[src/rtl/rxf_pkg.sv]
package rxf_pkg;

    localparam int FLAG_W = 3;

    // Bit 0 parity, bit 1 framing, bit 2 break.
    typedef struct packed {
        logic brk;
        logic frm;
        logic par;
    } err_flags_t;

    typedef enum logic [1:0] {
        TM_IDLE,
        TM_ARMED,
        TM_FIRED,
        TM_MET
    } tmo_state_e;

endpackage

[src/rtl/rxf_store.sv]
module rxf_store
    import rxf_pkg::*;
#(
    parameter int DEPTH = 16,
    parameter int DW    = 8,
    localparam int EW   = DW + FLAG_W,
    localparam int PW   = (DEPTH > 1) ? $clog2(DEPTH) : 1,
    localparam int CW   = $clog2(DEPTH + 1)
) (
    input  logic          clk,
    input  logic          rst_n,
    input  logic          wr_en,
    input  logic [EW-1:0] wr_entry,
    input  logic          rd_en,
    output logic [EW-1:0] head_entry,
    output logic [DW-1:0] rd_data,
    output logic [CW-1:0] fill,
    output logic [CW-1:0] fill_nxt,
    output logic          wr_ok,
    output logic          rd_ok
);

    localparam logic [CW-1:0] FULL    = CW'(DEPTH);
    localparam logic [PW-1:0] PTR_TOP = PW'(DEPTH - 1);

    logic [EW-1:0] mem [DEPTH];
    logic [PW-1:0] wptr_q, rptr_q;
    logic [CW-1:0] fill_q;
    logic [DW-1:0] rdata_q;

    assign wr_ok = wr_en && (fill_q != FULL);
    assign rd_ok = rd_en && (fill_q != '0);

    always_comb begin
        fill_nxt = fill_q;
        unique case ({wr_ok, rd_ok})
            2'b10:   fill_nxt = fill_q + CW'(1);
            2'b01:   fill_nxt = fill_q - CW'(1);
            default: fill_nxt = fill_q;
        endcase
    end

    always_ff @(posedge clk) begin
        if (wr_ok) begin
            mem[wptr_q] <= wr_entry;
        end
    end

    always_ff @(posedge clk) begin
        if (!rst_n) begin
            wptr_q  <= '0;
            rptr_q  <= '0;
            fill_q  <= '0;
            rdata_q <= '0;
        end else begin
            fill_q <= fill_nxt;
            if (wr_ok) begin
                wptr_q <= (wptr_q == PTR_TOP) ? '0 : wptr_q + PW'(1);
            end
            if (rd_ok) begin
                rptr_q  <= (rptr_q == PTR_TOP) ? '0 : rptr_q + PW'(1);
                rdata_q <= mem[rptr_q][DW-1:0];
            end
        end
    end

    assign head_entry = (fill_q != '0) ? mem[rptr_q] : '0;
    assign rd_data    = rdata_q;
    assign fill       = fill_q;

endmodule

[src/rtl/rxf_status.sv]
module rxf_status
    import rxf_pkg::*;
#(
    parameter int DEPTH = 16,
    localparam int CW   = $clog2(DEPTH + 1)
) (
    input  logic              clk,
    input  logic              rst_n,
    input  logic              flag_we,
    input  logic [FLAG_W-1:0] flag_din,
    input  logic              wr_en,
    input  logic              wr_ok,
    input  logic              rd_ok,
    input  logic              stat_rd,
    input  logic              pend_rd,
    input  logic [CW-1:0]     fill,
    input  logic [CW-1:0]     fill_nxt,
    input  logic [FLAG_W-1:0] head_flags,
    output logic [FLAG_W-1:0] shadow,
    output logic [FLAG_W-1:0] err,
    output logic              ovr,
    output logic              empty_int
);

    err_flags_t        shadow_q;
    logic [FLAG_W-1:0] err_q;
    logic              ovr_q;
    logic              empty_q;
    logic              drop;
    logic              drained;

    assign drop    = wr_en && !wr_ok;
    assign drained = rd_ok && (fill != '0) && (fill_nxt == '0);

    always_ff @(posedge clk) begin
        if (!rst_n) begin
            shadow_q <= '0;
            err_q    <= '0;
            ovr_q    <= 1'b0;
            empty_q  <= 1'b0;
        end else begin
            // Shadow: a new load wins over the post-copy clear.
            if (flag_we) begin
                shadow_q <= err_flags_t'(flag_din);
            end else if (wr_ok) begin
                shadow_q <= '0;
            end
            // Sticky error field.
            if (stat_rd) begin
                err_q <= '0;
            end else begin
                err_q <= err_q | head_flags;
            end
            // Overrun: a drop wins over the clear.
            ovr_q <= drop | (ovr_q & ~stat_rd);
            // Controller drain flag.
            if (fill_nxt != '0) begin
                empty_q <= 1'b0;
            end else if (drained) begin
                empty_q <= 1'b1;
            end else if (pend_rd) begin
                empty_q <= 1'b0;
            end
        end
    end

    assign shadow    = shadow_q;
    assign err       = err_q;
    assign ovr       = ovr_q;
    assign empty_int = empty_q;

endmodule

[src/rtl/rxf_tmo_fsm.sv]
module rxf_tmo_fsm
    import rxf_pkg::*;
#(
    parameter int DEPTH = 16,
    parameter int TMO_W = 8,
    localparam int CW   = $clog2(DEPTH + 1)
) (
    input  logic             clk,
    input  logic             rst_n,
    input  logic             tick,
    input  logic             restart,
    input  logic [CW-1:0]    fill_nxt,
    input  logic [CW-1:0]    trig_nxt,
    input  logic [TMO_W-1:0] reload,
    output logic             tmo_int
);

    tmo_state_e       state_q, state_d;
    logic [TMO_W-1:0] timer_q;
    logic             load;
    logic             dec;

    always_ff @(posedge clk) begin
        if (!rst_n) begin
            state_q <= TM_IDLE;
        end else begin
            state_q <= state_d;
        end
    end

    always_comb begin
        state_d = state_q;
        load    = 1'b0;
        dec     = 1'b0;
        if (fill_nxt == '0) begin
            state_d = TM_IDLE;                    // drain
        end else if (fill_nxt >= trig_nxt) begin
            state_d = TM_MET;                     // reach
        end else begin
            unique case (state_q)
                TM_IDLE, TM_MET: begin            // arm
                    state_d = TM_ARMED;
                    load    = 1'b1;
                end
                TM_ARMED: begin
                    if (restart) begin            // restart
                        load = 1'b1;
                    end else if (tick) begin
                        if (timer_q <= TMO_W'(1)) begin
                            state_d = TM_FIRED;   // expire
                        end else begin
                            dec = 1'b1;
                        end
                    end
                end
                TM_FIRED: begin
                    if (restart) begin            // restart
                        state_d = TM_ARMED;
                        load    = 1'b1;
                    end
                end
                default: state_d = TM_IDLE;
            endcase
        end
    end

    always_ff @(posedge clk) begin
        if (!rst_n) begin
            timer_q <= '0;
        end else if (load) begin
            timer_q <= reload;
        end else if (dec) begin
            timer_q <= timer_q - TMO_W'(1);
        end
    end

    assign tmo_int = (state_q == TM_FIRED);

endmodule

[src/rtl/rx_err_fifo.sv]
module rx_err_fifo
    import rxf_pkg::*;
#(
    parameter int DEPTH   = 16,
    parameter int DW      = 8,
    parameter int TMO_W   = 8,
    parameter int TMO_RST = 4,
    localparam int CW     = $clog2(DEPTH + 1)
) (
    input  logic              clk,
    input  logic              rst_n,
    input  logic              baud_tick,
    input  logic              ctl_flag_we,
    input  logic [FLAG_W-1:0] ctl_flag_din,
    input  logic              ctl_wr,
    input  logic [DW-1:0]     ctl_wdata,
    input  logic              ctl_tmo_we,
    input  logic [TMO_W-1:0]  ctl_tmo_din,
    input  logic              ctl_pend_rd,
    input  logic              host_rd,
    output logic [DW-1:0]     host_rdata,
    input  logic              host_ctl_we,
    input  logic [7:0]        host_ctl_din,
    input  logic              host_stat_rd,
    input  logic              host_lsi_en,
    output logic [FLAG_W-1:0] host_err,
    output logic              host_ovr,
    output logic              host_rx_int,
    output logic              host_tmo_int,
    output logic              host_ls_int,
    output logic              ctl_empty_int,
    output logic [CW-1:0]     fill_level
);

    localparam int EW = DW + FLAG_W;
    localparam logic [CW-1:0] LVL_A = CW'(1);
    localparam logic [CW-1:0] LVL_B = CW'(DEPTH / 4);
    localparam logic [CW-1:0] LVL_C = CW'(DEPTH / 2);
    localparam logic [CW-1:0] LVL_D = CW'(DEPTH - 2);

    logic [EW-1:0]     head_entry;
    logic [CW-1:0]     fill, fill_nxt;
    logic              wr_ok, rd_ok;
    logic [FLAG_W-1:0] shadow;
    logic [FLAG_W-1:0] head_flags;
    logic [1:0]        trig_sel_q, trig_sel_d;
    logic [CW-1:0]     trig_lvl_q, trig_lvl_d;
    logic [TMO_W-1:0]  reload_q;

    function automatic logic [CW-1:0] lvl_of(input logic [1:0] sel);
        unique case (sel)
            2'b00:   return LVL_A;
            2'b01:   return LVL_B;
            2'b10:   return LVL_C;
            default: return LVL_D;
        endcase
    endfunction

    rxf_store #(.DEPTH(DEPTH), .DW(DW)) u_store (
        .clk        (clk),
        .rst_n      (rst_n),
        .wr_en      (ctl_wr),
        .wr_entry   ({shadow, ctl_wdata}),
        .rd_en      (host_rd),
        .head_entry (head_entry),
        .rd_data    (host_rdata),
        .fill       (fill),
        .fill_nxt   (fill_nxt),
        .wr_ok      (wr_ok),
        .rd_ok      (rd_ok)
    );

    assign head_flags = head_entry[EW-1:DW];

    rxf_status #(.DEPTH(DEPTH)) u_status (
        .clk        (clk),
        .rst_n      (rst_n),
        .flag_we    (ctl_flag_we),
        .flag_din   (ctl_flag_din),
        .wr_en      (ctl_wr),
        .wr_ok      (wr_ok),
        .rd_ok      (rd_ok),
        .stat_rd    (host_stat_rd),
        .pend_rd    (ctl_pend_rd),
        .fill       (fill),
        .fill_nxt   (fill_nxt),
        .head_flags (head_flags),
        .shadow     (shadow),
        .err        (host_err),
        .ovr        (host_ovr),
        .empty_int  (ctl_empty_int)
    );

    assign trig_sel_d = host_ctl_we ? host_ctl_din[7:6] : trig_sel_q;
    assign trig_lvl_d = lvl_of(trig_sel_d);
    assign trig_lvl_q = lvl_of(trig_sel_q);

    always_ff @(posedge clk) begin
        if (!rst_n) begin
            trig_sel_q <= 2'b00;
            reload_q   <= TMO_W'(TMO_RST);
        end else begin
            trig_sel_q <= trig_sel_d;
            if (ctl_tmo_we) begin
                reload_q <= ctl_tmo_din;
            end
        end
    end

    rxf_tmo_fsm #(.DEPTH(DEPTH), .TMO_W(TMO_W)) u_tmo (
        .clk      (clk),
        .rst_n    (rst_n),
        .tick     (baud_tick),
        .restart  (wr_ok | rd_ok),
        .fill_nxt (fill_nxt),
        .trig_nxt (trig_lvl_d),
        .reload   (reload_q),
        .tmo_int  (host_tmo_int)
    );

    assign host_rx_int = (fill >= trig_lvl_q);
    assign host_ls_int = host_lsi_en && (head_flags != '0);
    assign fill_level  = fill;

endmodule

[config.mk]
export PLATFORM = sky130hd
export DESIGN_NAME = rx_err_fifo
export DESIGN_NICKNAME = d
export VERILOG_FILES = /design/src/rtl/rxf_pkg.sv /design/src/rtl/rxf_store.sv /design/src/rtl/rxf_status.sv /design/src/rtl/rxf_tmo_fsm.sv /design/src/rtl/rx_err_fifo.sv
export SDC_FILE = /design/constraint.sdc
export NUM_CORES = 1
export LEC_CHECK = 0
export ABC_AREA = 1
export BUFFER_PORTS_ARGS = -buffer_cell sky130_fd_sc_hd__buf_2
export CORE_MARGIN = 1
export CORE_UTILIZATION = 65
export DETAILED_ROUTE_END_ITERATION = 10
export PLACE_DENSITY_LB_ADDON = 0.15
export RECOVER_POWER = 50
export SETUP_SLACK_MARGIN = 0.02
export SLEW_MARGIN = 10
export SYNTH_ARGS = -nofsm -noshare
export SYNTH_HDL_FRONTEND = slang
export SYNTH_SLANG_ARGS = --single-unit
export TNS_END_PERCENT = 5
[constraint.sdc]
create_clock -name clk -period 10 [get_ports clk]
set_clock_uncertainty 0.2 [all_clocks]
set_input_delay 0.5 -clock clk [delete_from_list [all_inputs] [get_ports clk]]
set_output_delay 0.5 -clock clk [all_outputs]
set_load 0.1 [all_outputs]
==> impl_metrics.csv, run 1 <==
group,metric,value,unit
status,status,"complete, but fails checks",
status,violations,"max-capacitance violations, max-slew violations",
critical_path,max_stage_delay,450,ps
yosys,avgSynthCellArea,11.0,um^2
grt,antenna_found_initial,0,
timing,slew_headroom,-0.00118,
grt,grt_overflow,0,
critical_path,cp_num_buf_inv,4,
clock_tree,path_clk_slew,60,ps
die,dieArea,0.0154,mm^2
drt,drtIter0Drc,784,
clock_tree,cts_root_buf,"clkbuf_16",
timing,rsz0062_at_grt,"no",
drt,firstDrtPassIters,5,
timing,setup_viol,0,
critical_path,cpMostUsedCell,"nand2_1",
yosys,yosysWarningCount,0,
critical_path,cp.required,10190,ps
power,cellPowerDensity,305,mW/mm^2
final_layout,syn_to_final_growth,12.3,%
critical_path,start_kind,"flip-flop",
clock_tree,cts_resized,0,
clock_tree,cts_setup_buffers,0,
drt,via_per_inst,6.08,
grt,grt_pass1_wl,33900,um
yosys,yosysSeqAreaShare,0.656,
critical_path,critical_path_class,"reg -> reg",
clock_tree,cts_tree,"built",
die,core_area,0.0145,mm^2
final_layout,design_area,0.0109,mm^2
critical_path,arrival,5080,ps
clock_tree,cts_made_buffers,22,
drt,wl_per_cell,19.7,um
die,die_w,124,um
placement,gp_congestion,0.866,
timing,fin_crit_sh,0.489,
critical_path,cp_cell_sequence,"nor4_1 > nand2_1 > nand2_1 > inv_1 > ha_1 > inv_2 > nand2_1 > nand2_1 > ha_1 > o21ai_0 > inv_1 > ha_1 > nand2_1 > nand2_1 > nand2_1 > nand2_1 > a21oi_1 > nand3_4 > nor2_2 > nand2_2 > nand2_4 > inv_4 > nor2_1 > nor2_1",
drt,drcViolationCount,0,
grt,grt_pass1_vias,6614,
job,cap_viol_max_count,1,
min_path,min_path_type,"in -> reg",
drt,ant_nets,0,
critical_path,cp_top_family,"simple AND/OR/NAND/NOR gates",
timing,fin_setup_tns,0,ps
timing,slew_violations,34,
yosys,syn_area,0.00967,mm^2
final_layout,nNetsFinal,994,
final_layout,fillCellCount,991,
placement,place_ws,5120,ps
yosys,ys_types,38,
drt,routed_wl,22300,um
die,die_h,124,um
die,boundaryPins,59,
timing,timing.fmax,204,MHz
clock_tree,cts.sinks,229,
critical_path,endpoint_kind,"flip-flop",
clock_tree,cts_buffer_depth,3,
final_layout,num_antenna_cells,0,
clock_tree,postCtsHoldBufs,0,
timing,fin_crit,4890,ps
placement,placed_area,0.0101,mm^2
grt,grt_max_degree,89,
yosys,postSynthCellCount,880,
clock_tree,htreeDepth,1,
power,leakage,4.02,nW
yosys,ys_ff_latch,229,
clock_tree,insertion_delay,500,ps
critical_path,crit_path_top_delay_cell,"ha_1",
timing,worst_pin_slew,1500,ps
timing,hold_viol_final,0,
power,vdd_drop_max,0.000304,V
yosys,synth_nets,939,
die,rows,44,
die,start_util,0.665,
drt,vias,6899,
timing,fin_ws,5110,ps
placement,io_buffers,52,
final_layout,drive_gt1_frac,0.104,
critical_path,path_max_fanout,21,
placement,dp_hpwl,13500,um
grt,grt_usage,0.299,
## power breakdown
| part | total (mW) | leakage (nW) | internal [mW] | switching (mW) |
|---|---|---|---|---|
| combinational | 1.31 | 1.62 | 0.341 | 0.964 |
| sequential | 1.17 | 2.04 | 1.10 | 0.0646 |
| clock | 0.843 | 0.364 | 0.511 | 0.332 |
## cells in the mapped netlist (all sizes together)
cell,number,area share
dfxtp,53,0.11
nand2,94,0.039
or2,2,0.0013
xnor2,2,0.0018
nor2,153,0.062
and3,3,0.0019
a21boi,1,0.00078
o221ai,27,0.024
nor3,3,0.0016
edfxtp,176,0.55
a21oi,22,0.012
xor2,8,0.0072
ha,21,0.027
o21ai,111,0.058
nor4,2,0.0013
o22ai,15,0.0097
o211ai,19,0.015
a32o,3,0.0031
nand3b,1,0.00078
nand3,49,0.030
clkbuf,30,0.012
nand4,3,0.0019
inv,69,0.027
buf,12,0.0063
o21a,1,0.00078
## placed cells by master, fill, tap and decap left out, types with 4 or more instances in the layout
cell type | netlist | final
edfxtp_1 | 176 | 176
nor2_1 | 150 | 150
o21ai_0 | 101 | 101
nand2_1 | 89 | 89
inv_1 | 67 | 66
dfxtp_1 | 53 | 52
nand3_1 | 43 | 43
clkbuf_1 | 30 | 34
o221ai_1 | 27 | 27
clkbuf_16 | 0 | 24
buf_2 | 10 | 24
a21oi_1 | 21 | 21
ha_1 | 21 | 21
buf_4 | 1 | 21
o211ai_1 | 19 | 19
o22ai_1 | 15 | 15
o21ai_1 | 9 | 9
xor2_1 | 8 | 8
nand3_2 | 4 | 4
## logic make-up (layout without fill, tap and decap cells)
logic type | Yosys count | in the layout | share of synthesized area
adders and majority gates | 21 | 21 | 0.0272
xor gates and xnor gates | 10 | 10 | 0.00906
AOI/OAI and AO/OA | 199 | 199 | 0.123
DFF | 229 | 229 | 0.656
and+or+nand+nor | 310 | 310 | 0.139
buffers and inverters | 111 | 182 | 0.0450
## sequential cells by signal, summed over array words and instances, names as in the netlist, named ones only
name and count:
reload_q 8, trig_sel_q 2, u_status.empty_int 1, u_status.err 3, u_status.ovr 1, u_status.shadow 3, u_store.fill 5, u_store.mem 176
u_store.rd_data 8, u_store.rptr_q 4, u_store.wptr_q 4, u_tmo.state_q 2, u_tmo.timer_q 8
## routing by layer
layer  share of wire  track usage  vias to the layer above
met2            0.51        0.524                      311
met4           0.030        0.114                        0
met5               0            0                        -
met1            0.38        0.374                     3311
met3           0.077       0.0453                       49
li1                -            -                     3228
## worst register-to-register path: stages (launching register included)
cell	delay, ps
dfxtp_1	380
nor4_1	380
nand2_1	240
nand2_1	220
inv_1	400
ha_1	450
inv_2	100
nand2_1	50
nand2_1	90
ha_1	220
o21ai_0	290
inv_1	90
ha_1	300
nand2_1	60
nand2_1	40
nand2_1	50
nand2_1	50
a21oi_1	340
nand3_4	180
nor2_2	190
nand2_2	110
nand2_4	160
inv_4	50
nor2_1	100
nor2_1	50
## path summary, 6_finish.rpt
check                       start               end  slack (ps)  depth (start not counted)
setup reg to reg  u_store.fill[2]  u_tmo.timer_q[3]        5110                         24
hold reg to reg   u_status.err[0]   u_status.err[0]         260                          2
setup / recovery  u_store.fill[2]  u_tmo.timer_q[3]        5110                         24
hold / removal     ctl_tmo_din[2]       reload_q[2]          10                          3
## cell type report
| class | instances | area (um^2) | share of cell area |
|---|---|---|---|
| timing repair buffer | 73 | 383 | 0.0353 |
| sequential | 229 | 6350 | 0.585 |
| tap | 184 | 230 | 0.0212 |
| clock inverter | 7 | 85.1 | 0.00783 |
| clock buffer | 33 | 664 | 0.0612 |
| multi-input combinational | 540 | 2890 | 0.266 |
| inverter | 69 | 262 | 0.0241 |
## per-stage QoR
| step | power (mW) | hold WS, ps | utilization | instances |
|---|---|---|---|---|
| final | 3.32 | 10.9 | 0.747 | 1135 |
| after global routing | 3.50 | 28.6 | 0.747 | 1135 |
| after CTS | 3.33 | 1.38 | 0.750 | 1135 |
| after detailed placement | 2.49 | 248 | 0.698 | 1095 |
| after global placement | 2.43 | 244 | 0.698 | 1095 |
| after floorplan | 2.22 | 230 | - | 880 |
Power figures use the tool's default switching activity.
==> inputs of run 2 (changes only) <==
- CORE_UTILIZATION: 65 -> 55
- clock period: 10 -> 4.06 ns (I/O delays scaled with it)
==> run 2 against run 1 <==
The flow now finishes without violations. Clock-buffer cell count fell by 10. Sequential power increased by 150%. Core utilization is 7.5 points lower. Largest cell class unchanged.
==> impl_metrics.csv, run 2 (synthesis results as in run 1) <==
group,metric,value,unit
status,status,"completed",
critical_path,cp.required,4270,ps
power,swShare,0.411,
critical_path,critical_path_class,"reg -> reg",
power,p_sw,3.56,mW
timing,fin_setup_tns,0,ps
timing,slew_violations,0,
clock_tree,cts_buffer_depth,3,
final_layout,syn_to_final_growth,19.9,%
placement,dp_hpwl,14400,um
power,vdd_drop_max,0.000786,V
power,total_power,8.65,mW
grt,grt_pass1_vias,7160,
placement,place_ws,165,ps
clock_tree,cts_made_buffers,23,
job,cap_viol_max_count,0,
timing,worst_pin_slew,1200,ps
grt,grt_max_degree,89,
final_layout,largest_reg_flops,176,
power,seqPwrFrac,0.333,
placement,gp_congestion,0.845,
grt,grt_usage,0.269,
final_layout,design_area,0.0116,mm^2
placement,place_inst,1142,
timing,fin_crit_sh,0.924,
die,dieArea,0.0181,mm^2
final_layout,nNetsFinal,1054,
clock_tree,insertion_delay,510,ps
final_layout,fillCellCount,1237,
final_layout,num_antenna_cells,0,
die,die_w,135,um
drt,firstDrtPassIters,5,
drt,ant_nets,0,
final_layout,utilization,0.672,
power,p_int,5.09,mW
min_path,min_path_type,"reg -> reg",
final_layout,seqCellArea,0.00636,mm^2
critical_path,endpoint_kind,"flip-flop",
die,boundaryPins,59,
die,die_h,135,um
clock_tree,htreeDepth,1,
final_layout,mostFrequentLayoutCell,"edfxtp_1",
power,leakage,4.33,nW
timing,fin_crit,3750,ps
critical_path,path_max_fanout,9,
grt,antenna_found_initial,0,
drt,drcViolationCount,0,
final_layout,fin_cells,1237,
drt,vias,7245,
drt,wl_per_cell,19.3,um
timing,slew_headroom,0.206,
final_layout,final_cell_mix,"edfxtp_1, nor2_1, o21ai_0",
grt,grt_pass1_wl,37000,um
placement,io_buffers,52,
grt,grt_overflow,0,
final_layout,drive_gt1_frac,0.121,
power,power_frac_comb,0.409,
timing,hold_slack,257,ps
timing,setup_viol,0,
power,cellPowerDensity,746,mW/mm^2
clock_tree,cts.sinks,229,
critical_path,start_kind,"flip-flop",
die,start_util,0.561,
clock_tree,cts_root_buf,"clkbuf_16",
timing,timing.fmax,266,MHz
drt,drtIter0Drc,651,
timing,hold_viol_final,0,
drt,via_per_inst,5.86,
critical_path,arrival,3960,ps
clock_tree,path_clk_slew,60,ps
power,p_clk_frac,0.258,
timing,fin_ws,307,ps
die,core_area,0.0172,mm^2
die,rows,48,
clock_tree,cts_tree,"built",
placement,placed_area,0.0103,mm^2
final_layout,max_flop_register,"u_store.mem",
final_layout,multi_input_area,0.00293,mm^2
drt,routed_wl,23800,um
[run 2: cell types whose count changed in the layout (fill, tap and decap cells not counted), moves of 3 or more]
cell	delta
clkbuf_1	-6
clkbuf_8	-3
clkinv_2	+5
dlygate4sd3_1	+51
bufinv_16	+3
buf_4	+7
dfxtp_4	+4
dfxtp_1	-4
[run 2: path summary, 6_finish.rpt]
check | start | to | slack, ps | depth (start not counted)
worst max-delay path | u_store.fill[3] | u_tmo.timer_q[4] | 310 | 25
worst min-delay path | u_status.err[1] | u_status.err[1] | 260 | 2
worst max register to register | u_store.fill[3] | u_tmo.timer_q[4] | 310 | 25
worst min register to register | u_status.err[1] | u_status.err[1] | 260 | 2
[run 2: timing repair]
item / 4_1_cts / 5_1_grt
setup endpoints to repair: 0 / 9
gates resized for setup: 0 / 6
setup buffers: 0 / 2
hold buffers: 51 / 0
hold endpoints to repair: 151 / 0
[run 2: critical path, stage by stage, from the launching register on]
cell     delay (ps)
dfxtp_4         370
nor4_4          300
nand2_1         130
nand2_1         110
inv_1            80
ha_2            230
nand2_1          90
nand2_1          80
ha_1            200
inv_1            80
nand2_1         100
nor2_1          120
nor2_1           50
nand2_1          80
o21ai_2          80
ha_1            300
nand2_1          70
nand2_1          80
a21oi_4         180
nand3_4         160
nor2_4          150
nand2_2         120
nand2_8         140
inv_4            50
nor2_1          100
nor2_1           50
[run 2: layout make-up]
type	instances	share of cell area
tap	225	0.0243
inverter	69	0.0226
timing repair buffer	132	0.0820
clock buffer	23	0.0497
multi-input combinational	540	0.253
sequential	229	0.549
clock inverter	19	0.0194
[run 2: power by group through the flow]
stage,sequential [mW],clock (mW),combinational [mW]
2_1_floorplan,3.36,0,2.14
3_3_place_gp,2.91,0,3.20
3_5_place_dp,2.92,0,3.32
4_1_cts,2.87,2.27,3.39
5_1_grt,2.90,2.35,3.87
6_report,2.88,2.24,3.53
[run 2: per-layer routing]
| metal | track usage | routed length [um] | vias up |
|---|---|---|---|
| met2 | 0.464 | 11900 | 310 |
| met5 | 0 | 0 | - |
| met1 | 0.343 | 9560 | 3530 |
| met3 | 0.0413 | 1630 | 51 |
| met4 | 0.104 | 785 | 0 |
| li1 | - | - | 3354 |
==> inputs of run 3 (changes only) <==
- CORE_UTILIZATION: 55 -> 65
- PLACE_DENSITY_LB_ADDON: 0.15 -> 0.2
- clock period: 4.06 -> 4.8 ns (I/O delays scaled with it)
==> run 3 against run 2 <==
Cell area is 3.1% lower. Register-to-register slack better by 20 ps. Global-route usage is 4.7 points higher. Maximum frequency is 16% lower. Worst hold slack worse by 240 ps. Sequential share of layout area is 1.6 points higher. Core utilization is 10 points higher. Die area is 15% lower. Non-clock buffer count is 20 lower. Critical path depth is 4 lower. Critical endpoint unchanged. Largest cell class unchanged. Highest routed layer unchanged.
==> impl_metrics.csv, run 3 (synthesis results as in run 1) <==
group,metric,value,unit
status,status,"completed",
timing,fin_crit_sh,0.932,
die,start_util,0.665,
timing,setup_viol,0,
power,leakage,4.18,nW
clock_tree,insertion_delay,510,ps
clock_tree,htreeDepth,1,
die,rows,44,
final_layout,mostFrequentLayoutCell,"edfxtp_1",
critical_path,path_max_fanout,20,
power,vdd_drop_max,0.000744,V
grt,antenna_found_initial,0,
grt,grt_usage,0.316,
power,cellPowerDensity,620,mW/mm^2
grt,grt_pass1_vias,7003,
final_layout,fin_cells,1176,
job,cap_viol_max_count,0,
power,p_int,4.03,mW
clock_tree,cts_tree,"built",
final_layout,largest_reg_flops,176,
power,swShare,0.421,
final_layout,utilization,0.773,
drt,ant_nets,0,
critical_path,start_kind,"flip-flop",
grt,grt_max_degree,57,
drt,via_per_inst,6.14,
clock_tree,cts_made_buffers,23,
grt,grt_overflow,0,
critical_path,endpoint_kind,"flip-flop",
power,seqPwrFrac,0.352,
timing,fin_setup_tns,0,ps
drt,routed_wl,23600,um
min_path,min_path_type,"in -> reg",
drt,drcViolationCount,0,
power,p_clk_frac,0.249,
final_layout,max_flop_register,"u_store.mem",
timing,rsz0062_at_grt,"no",
drt,drtIter0Drc,924,
clock_tree,cts_setup_buffers,0,
final_layout,syn_to_final_growth,16.1,%
placement,io_buffers,52,
timing,hold_viol_final,0,
critical_path,arrival,4670,ps
timing,timing.fmax,224,MHz
clock_tree,cts_root_buf,"clkbuf_16",
final_layout,final_cell_mix,"edfxtp_1, nor2_1, o21ai_0",
final_layout,drive_gt1_frac,0.101,
drt,wl_per_cell,20.1,um
placement,dp_hpwl,14300,um
timing,fin_crit,4470,ps
drt,vias,7223,
power,total_power,6.97,mW
critical_path,rrSetupSlack,330,ps
placement,place_inst,1094,
timing,slew_headroom,0.0220,
final_layout,nNetsFinal,1034,
clock_tree,cts_buffer_depth,3,
die,boundaryPins,59,
timing,slew_violations,0,
die,die_h,124,um
die,dieArea,0.0154,mm^2
die,die_w,124,um
timing,worst_pin_slew,1470,ps
die,core_area,0.0145,mm^2
power,p_sw,2.93,mW
final_layout,num_antenna_cells,0,
clock_tree,path_clk_slew,60,ps
grt,grt_pass1_wl,36200,um
power,power_frac_comb,0.400,
critical_path,critical_path_class,"reg -> reg",
clock_tree,cts.sinks,229,
drt,firstDrtPassIters,6,
critical_path,cp.required,5000,ps
placement,gp_congestion,0.835,
run 3: cell types whose count changed in the layout (fill, tap and decap cells not counted), sizes merged:
cell         previous run  this run
buf                    53        43
bufinv                  5         2
clkbuf                 51        56
clkinvlp                3         2
dlygate4sd3            51        40
run 3: path summary, 6_finish.rpt:
path                    from  cells after the start          endpoint
max          u_store.fill[2]                     21  u_tmo.timer_q[4]
min          host_ctl_din[7]                      5     trig_sel_q[1]
max reg2reg  u_store.fill[2]                     21  u_tmo.timer_q[4]
min reg2reg  u_status.err[2]                      2   u_status.err[2]
run 3: worst max-delay path, cell delays in order, from the launching register on:
cell,delay [ps]
dfxtp_1,380
nor4_1,390
nand2_1,230
nand2_1,230
inv_1,100
buf_4,240
ha_1,470
o21ai_0,350
inv_1,80
ha_1,290
nand2_1,70
nand2_1,60
nand2_1,50
nand2_1,50
a21oi_1,280
nand3_4,170
nor2_8,190
nand2_4,120
nand2_4,160
inv_4,50
nor2_1,130
nor2_1,60
run 3: metrics by stage:
stage / instance area (um^2) / hold slack, ps / setup slack [ps]
after floorplan: 9670 / 139 / 204
after global placement: 10100 / 240 / 592
after detailed placement: 10100 / 254 / 443
after CTS: 11300 / 11.7 / 422
after global routing: 11200 / 73.2 / 24.6
final: 11200 / 13.9 / 328
run 3: area by class of cell:
| type | count | area [um^2] |
|---|---|---|
| flip-flops and latches | 229 | 6350 |
| well taps | 184 | 230 |
| inverters | 69 | 262 |
| fillers | 887 | 3300 |
| clock inverters | 15 | 133 |
| repair buffers | 112 | 772 |
| clock buffers | 27 | 591 |
| multi-input cells | 540 | 2900 |
run 3: power groups by stage:
stage / sequential [mW] / clock [mW] / combinational, mW
after floorplan: 2.82 / 0 / 1.79
after global placement: 2.47 / 0 / 2.60
after detailed placement: 2.48 / 0 / 2.72
after CTS: 2.44 / 1.74 / 2.77
after global routing: 2.47 / 1.81 / 3.04
final: 2.45 / 1.73 / 2.78
run 3: repair_timing:
action,4_1_cts,5_1_grt
gates resized for setup,0,1
endpoints found under the hold margin,147,0
setup endpoints to repair,0,2
hold buffers,40,0
run 3: per-layer routing:
metal,global-route usage,vias to the layer above,part of all wire
li1,-,3308,-
met2,0.523,402,0.50
met4,0.134,0,0.031
met3,0.0430,65,0.078
met5,0,-,0
met1,0.422,3448,0.39
